`config.mk`:
```
export PLATFORM = sky130hd
export DESIGN_NAME = flash_strobe_clkgen
export DESIGN_NICKNAME = d
export VERILOG_FILES = /design/src/rtl/fsc_pkg.sv /design/src/rtl/fsc_cfg_regs.sv /design/src/rtl/fsc_ratio_dec.sv /design/src/rtl/fsc_div_core.sv /design/src/rtl/fsc_strobe_gen.sv /design/src/rtl/flash_strobe_clkgen.sv
export SDC_FILE = /design/constraint.sdc
export NUM_CORES = 1
export LEC_CHECK = 0
export ABC_CLOCK_PERIOD_IN_PS = 2100
export BUFFER_PORTS_ARGS = -buffer_cell sky130_fd_sc_hd__buf_2
export CAP_MARGIN = 20
export CORE_MARGIN = 3
export CORE_UTILIZATION = 46
export DETAILED_ROUTE_END_ITERATION = 10
export PLACE_DENSITY = 0.71
export SYNTH_ARGS = -nofsm -noshare
export SYNTH_HDL_FRONTEND = slang
export SYNTH_HIERARCHICAL = 1
export SYNTH_SLANG_ARGS = --single-unit
export TNS_END_PERCENT = 50
```
`constraint.sdc`:
```
create_clock -name clk_i -period 2.1 [get_ports clk_i]
set_input_delay 0.63 -clock clk_i [delete_from_list [all_inputs] [get_ports clk_i]]
set_output_delay 0.63 -clock clk_i [all_outputs]
set_load 0.02 [all_outputs]
```
`src/rtl/fsc_pkg.sv`:
```
package fsc_pkg;

    typedef enum logic {
        MEM_NAND = 1'b0,
        MEM_AND  = 1'b1
    } mem_kind_e;

    localparam int unsigned COARSE_W_DEF = 2;

endpackage

```
`src/rtl/fsc_cfg_regs.sv`:
```
module fsc_cfg_regs
    import fsc_pkg::*;
#(
    parameter int unsigned COARSE_W = 2
) (
    input  logic                clk_i,
    input  logic                rst_ni,
    input  logic                stop_i,
    input  logic                we_i,
    input  logic [COARSE_W-1:0] coarse_i,
    input  logic                fine_i,
    input  logic                and_i,
    input  logic                clr_i,
    output logic                stop_o,
    output logic [COARSE_W-1:0] coarse_o,
    output logic                fine_o,
    output mem_kind_e           mode_o,
    output logic                err_o
);

    typedef struct packed {
        logic                stop;
        logic [COARSE_W-1:0] coarse;
        logic                fine;
        mem_kind_e           mode;
        logic                err;
    } cfg_state_t;

    cfg_state_t st_d, st_q;
    logic       accept, reject;

    always_comb begin
        st_d      = st_q;
        accept    = we_i &  st_q.stop;
        reject    = we_i & ~st_q.stop;
        st_d.stop = stop_i;
        if (accept) begin
            st_d.coarse = coarse_i;
            st_d.fine   = fine_i;
            st_d.mode   = and_i ? MEM_AND : MEM_NAND;
        end
        st_d.err = reject | (st_q.err & ~clr_i);
    end

    always_ff @(posedge clk_i or negedge rst_ni) begin
        if (!rst_ni) begin
            st_q.stop   <= 1'b1;
            st_q.coarse <= '0;
            st_q.fine   <= 1'b0;
            st_q.mode   <= MEM_NAND;
            st_q.err    <= 1'b0;
        end else begin
            st_q <= st_d;
        end
    end

    assign stop_o   = st_q.stop;
    assign coarse_o = st_q.coarse;
    assign fine_o   = st_q.fine;
    assign mode_o   = st_q.mode;
    assign err_o    = st_q.err;

endmodule

```
`src/rtl/fsc_ratio_dec.sv`:
```
module fsc_ratio_dec #(
    parameter int unsigned COARSE_W = 2,
    parameter int unsigned CNT_W    = 4
) (
    input  logic [COARSE_W-1:0] coarse_i,
    input  logic                fine_i,
    output logic [CNT_W-1:0]    lim_o
);

    logic [CNT_W:0] ratio;
    logic [CNT_W:0] ratio_m1;

    always_comb begin
        ratio = {{CNT_W{1'b0}}, 1'b1} << coarse_i;
        if (fine_i) begin
            ratio = ratio << 1;
        end
        ratio_m1 = ratio - {{CNT_W{1'b0}}, 1'b1};
        lim_o    = ratio_m1[CNT_W-1:0];
    end

endmodule

```
`src/rtl/fsc_div_core.sv`:
```
module fsc_div_core #(
    parameter int unsigned CNT_W = 4
) (
    input  logic             clk_i,
    input  logic             rst_ni,
    input  logic             hold_i,
    input  logic [CNT_W-1:0] lim_i,
    output logic             tick_o
);

    logic [CNT_W-1:0] cnt_d, cnt_q;
    logic             wrap;

    always_comb begin
        wrap = (cnt_q == lim_i);
        if (hold_i) begin
            cnt_d = '0;
        end else if (wrap) begin
            cnt_d = '0;
        end else begin
            cnt_d = cnt_q + {{(CNT_W-1){1'b0}}, 1'b1};
        end
    end

    always_ff @(posedge clk_i or negedge rst_ni) begin
        if (!rst_ni) cnt_q <= '0;
        else         cnt_q <= cnt_d;
    end

    assign tick_o = ~hold_i & wrap;

endmodule

```
`src/rtl/fsc_strobe_gen.sv`:
```
module fsc_strobe_gen
    import fsc_pkg::*;
(
    input  logic      clk_i,
    input  logic      rst_ni,
    input  logic      hold_i,
    input  logic      tick_i,
    input  mem_kind_e mode_i,
    output logic      fclk_o,
    output logic      sc_o,
    output logic      we_o
);

    typedef struct packed {
        logic fclk;
        logic sc;
        logic we;
    } strobe_t;

    strobe_t sb_d, sb_q;

    always_comb begin
        sb_d = sb_q;
        if (hold_i) begin
            sb_d = '0;
        end else if (tick_i) begin
            sb_d.fclk = ~sb_q.fclk;
            sb_d.sc   = ~sb_q.sc;
            if (mode_i == MEM_NAND) begin
                sb_d.we = ~sb_q.fclk;
            end else begin
                sb_d.we = sb_q.we ^ ~sb_q.fclk;
            end
        end
    end

    always_ff @(posedge clk_i or negedge rst_ni) begin
        if (!rst_ni) sb_q <= '0;
        else         sb_q <= sb_d;
    end

    assign fclk_o = sb_q.fclk;
    assign sc_o   = sb_q.sc;
    assign we_o   = sb_q.we;

endmodule

```
`src/rtl/flash_strobe_clkgen.sv`:
```
module flash_strobe_clkgen
    import fsc_pkg::*;
#(
    parameter int unsigned COARSE_W = COARSE_W_DEF
) (
    input  logic                clk_i,
    input  logic                rst_ni,
    input  logic                stop_i,
    input  logic                cfg_we_i,
    input  logic [COARSE_W-1:0] cfg_coarse_i,
    input  logic                cfg_fine_i,
    input  logic                cfg_and_i,
    input  logic                err_clr_i,
    output logic                fclk_o,
    output logic                sc_strobe_o,
    output logic                we_strobe_o,
    output logic                cfg_err_o
);

    localparam int unsigned CNT_W = 1 << COARSE_W;

    logic                stop_q;
    logic [COARSE_W-1:0] coarse_q;
    logic                fine_q;
    mem_kind_e           mode_q;
    logic [CNT_W-1:0]    lim;
    logic                tick;

    fsc_cfg_regs #(.COARSE_W(COARSE_W)) u_cfg (
        .clk_i    (clk_i),
        .rst_ni   (rst_ni),
        .stop_i   (stop_i),
        .we_i     (cfg_we_i),
        .coarse_i (cfg_coarse_i),
        .fine_i   (cfg_fine_i),
        .and_i    (cfg_and_i),
        .clr_i    (err_clr_i),
        .stop_o   (stop_q),
        .coarse_o (coarse_q),
        .fine_o   (fine_q),
        .mode_o   (mode_q),
        .err_o    (cfg_err_o)
    );

    fsc_ratio_dec #(.COARSE_W(COARSE_W), .CNT_W(CNT_W)) u_dec (
        .coarse_i (coarse_q),
        .fine_i   (fine_q),
        .lim_o    (lim)
    );

    fsc_div_core #(.CNT_W(CNT_W)) u_div (
        .clk_i  (clk_i),
        .rst_ni (rst_ni),
        .hold_i (stop_q),
        .lim_i  (lim),
        .tick_o (tick)
    );

    fsc_strobe_gen u_strb (
        .clk_i  (clk_i),
        .rst_ni (rst_ni),
        .hold_i (stop_q),
        .tick_i (tick),
        .mode_i (mode_q),
        .fclk_o (fclk_o),
        .sc_o   (sc_strobe_o),
        .we_o   (we_strobe_o)
    );

endmodule

```
==> run summary <==
Number of global-route vias before repair = 489
Synthesized area per cell = 12.5 um^2
Syn nets = 65
Leakage power = 0.000422 uW
Post-synth cell types = 23
Filler instances = 118
Initial core utilization = 0.506
Reg2Reg Launch Point = u_cfg/fine_o
Simple-gate area share of the yosys netlist = 0.165
GRT overflow = 0
Worst hold path type = in -> async
Mux contribution to synthesized area = 0.104
Top-Level Pins = 13
WL/cell = 12.3 um
First-pass GRT wire length = 2020 um
Clk buf depth = 2
Status = finished, violations left
Initial antenna violation count = 0
Final worst-path cycle share = 1.03
Final Hold Viols = 0
DRT Wirelength = 1150 um
Crit Path Category = reg -> reg
Synthesized area = 674 um^2
Synth Area in XOR/XNOR = 0.130
Adder-Cell Fraction of Synth Area = 0.0371
Critical Path Start Type = register
DR DRC count = 0
Initial DRC count = 2
Final Util = 0.646
Max_cap viols = 0
Area Growth Syn to Fin = 27.8%
Worst Reg2Reg Path Length in Cells = 10
RSZ-0062 raised after global routing = yes
PortBufs = 12
Clk Latency, worst-skew pair = 0.28 ns
Worst EP required = 2.26 ns
Compound-Gate Fraction of Synth Area = 0.0575
CP endpoint kind = register
Clock Pin Slew Worst Setup and Hold Paths = 0.08 ns
Clock sinks = 13
VDD IR max = 0.000465 V
DP HPWL = 867 um
Clock buffer count from CTS = 3
Hold Buf Count CTS = 0
Reg2reg end = u_strb/we_o
CP max FO = 4
Nets = 90
Core area = 1330 um^2
Largest family of logic cells by synthesized area = simple AND/OR/NAND/NOR gates
N_diodes = 0
Placer congestion estimate = 0.724
Violated checks = setup timing
Largest net degree at the start of global routing = 14
Final setup fails = 1
Flops & latches, synth = 13
Via count = 485
Post-route minimum period = 2.15 ns
Pwr Density = 868 nW/um^2
Number of synthesis warnings = 6
Slew margin rel. = 0.812
H-Tree Depth = 1
Syn Inst Count = 54
Post-Route Setup TNS = -0.0532 ns
DR pass1 iterations = 3
WP data arrival = 2.32 ns
Fmax = 464 MHz
Seq. cell area = 327 um^2
Place WS = -0.0414 ns
Die area = 1960 um^2
Die Y = 44.3 um
Root buf cell = clkbuf_4
Row cnt = 13
Die Wd = 44.3 um
Via-to-Cell Ratio = 5.22
CTS tree = built
Area of the multi-input gates = 355 um^2
Final setup margin = -0.0532 ns
Layout cell share with drive strength beyond 1 = 0.474
Final Max Slew Viols = 0
Worst slew pin tran = 0.282 ns
Gr usage total = 0.147
Sequential share of the synthesized area = 0.484
Worst clock skew = 0.00168 ns
Antenna Nets Post-Route = 0
Worst reg2reg setup slack = -0.05 ns
## routing by layer
metal / wire [um] / share of wire / GRT usage / vias up
met4: 38 / 0.033 / 0.108 / 0
met3: 61 / 0.053 / 0.0366 / 5
met5: 0 / 0 / 0 / -
met2: 524 / 0.46 / 0.238 / 12
met1: 524 / 0.46 / 0.167 / 237
li1: - / - / - / 231
## worst max-delay path, cell delays in order, from the launching register on
cell and delay [ns]:
dfrtp_1 0.41, buf_4 0.14, buf_4 0.13, nor2b_1 0.12, a21oi_1 0.19, xnor2_1 0.10
xor2_1 0.18, nor4_4 0.28, and2b_2 0.23, a21boi_2 0.17, o32ai_2 0.07
## worst max path at each step
stage,end,start,cells after the start,slack (ns)
after detailed placement,u_strb/we_o,u_cfg/coarse_o[0],8,-0.04
after CTS,u_strb/we_o,u_cfg/coarse_o[0],8,-0.05
after global placement,u_strb/we_o,u_cfg/coarse_o[1],8,-0.02
final,u_strb/we_o,u_cfg/fine_o,10,-0.05
after global routing,u_strb/we_o,u_cfg/coarse_o[0],8,-0.16
after floorplan,u_strb/we_o,u_cfg/coarse_o[0],8,-0.10
## where the power goes
group | switching [uW] | internal (uW) | leakage, uW
clock network | 84.5 | 73.8 | 0.0000150
logic | 122 | 141 | 0.000242
registers | 37.9 | 289 | 0.000164
## synthesized netlist by cell type
| cell | count | area [um^2] |
|---|---|---|
| nor2b_1 | 1 | 6.26 |
| o32ai_2 | 1 | 16.3 |
| ha_1 | 2 | 25.0 |
| mux2_4 | 4 | 60.1 |
| nand2b_1 | 2 | 12.5 |
| nor3b_1 | 2 | 15.0 |
| nand3_1 | 1 | 5.00 |
| mux2i_1 | 1 | 10.0 |
| nor2_1 | 2 | 7.51 |
| nor4_4 | 1 | 21.3 |
| a21oi_1 | 1 | 5.00 |
| and2b_2 | 1 | 8.76 |
| inv_1 | 4 | 15.0 |
| xnor2_1 | 4 | 35.0 |
| and3_2 | 1 | 7.51 |
| dfrtp_1 | 12 | 300 |
| xor2_1 | 6 | 52.6 |
| a21boi_2 | 1 | 11.3 |
| nand2_2 | 1 | 6.26 |
| o22ai_1 | 1 | 6.26 |
| or3_1 | 1 | 6.26 |
| nor3_1 | 3 | 15.0 |
| dfstp_2 | 1 | 26.3 |
## flip-flops by register name, indices dropped and copies added, names as in the netlist
signal,cells
u_cfg/coarse_o,2
u_cfg/err_o,1
u_cfg/fine_o,1
u_cfg/mode_o,1
u_cfg/stop_o,1
u_div/cnt_q,4
u_strb/fclk_o,1
u_strb/sc_o,1
u_strb/we_o,1
## layout make-up
type,instances,area share
Multi-Input combinational cell,37,0.412
Clock buffer,4,0.0305
Inverter,4,0.0174
Timing Repair Buffer,20,0.139
Sequential cell,13,0.379
Tap cell,15,0.0218
## cells by family (layout without fill, tap and decap cells)
logic type | after synthesis | after routing
simple gates | 16 | 16
flops | 13 | 13
xor+xnor | 10 | 10
mux | 5 | 5
compound gates | 4 | 4
buf+inv | 4 | 28
fa+ha+maj | 2 | 2
## per-stage QoR
| step | total power [uW] | hold WS (ns) | std cells | area, um^2 |
|---|---|---|---|---|
| 3_5_place_dp | 584 | 0.516 | 86 | 808 |
| 3_3_place_gp | 577 | 0.507 | 86 | 808 |
| 5_1_grt | 800 | 0.211 | 93 | 862 |
| 4_1_cts | 756 | 0.217 | 92 | 850 |
| 2_1_floorplan | 508 | 0.334 | 54 | 692 |
| 6_report | 749 | 0.216 | 93 | 862 |
## what timing repair did
item | CTS | global route
setup endpoints to repair | 1 | 3
buffers inserted | 2 | 1
pin swaps | 2 | 1
resized for setup | 0 | 1
## cell usage in the layout, fill, tap and decap left out, types with 2 or more instances in the layout
cell / synthesis / layout
mux2_4: 4 / 4
nor2_1: 2 / 2
dfrtp_1: 12 / 12
clkbuf_4: 0 / 3
inv_1: 4 / 4
buf_4: 0 / 8
nor3_1: 3 / 3
xor2_1: 6 / 6
buf_2: 0 / 12
nand2b_1: 2 / 2
xnor2_1: 4 / 4
Note: power is estimated with default switching activity, not from simulation.
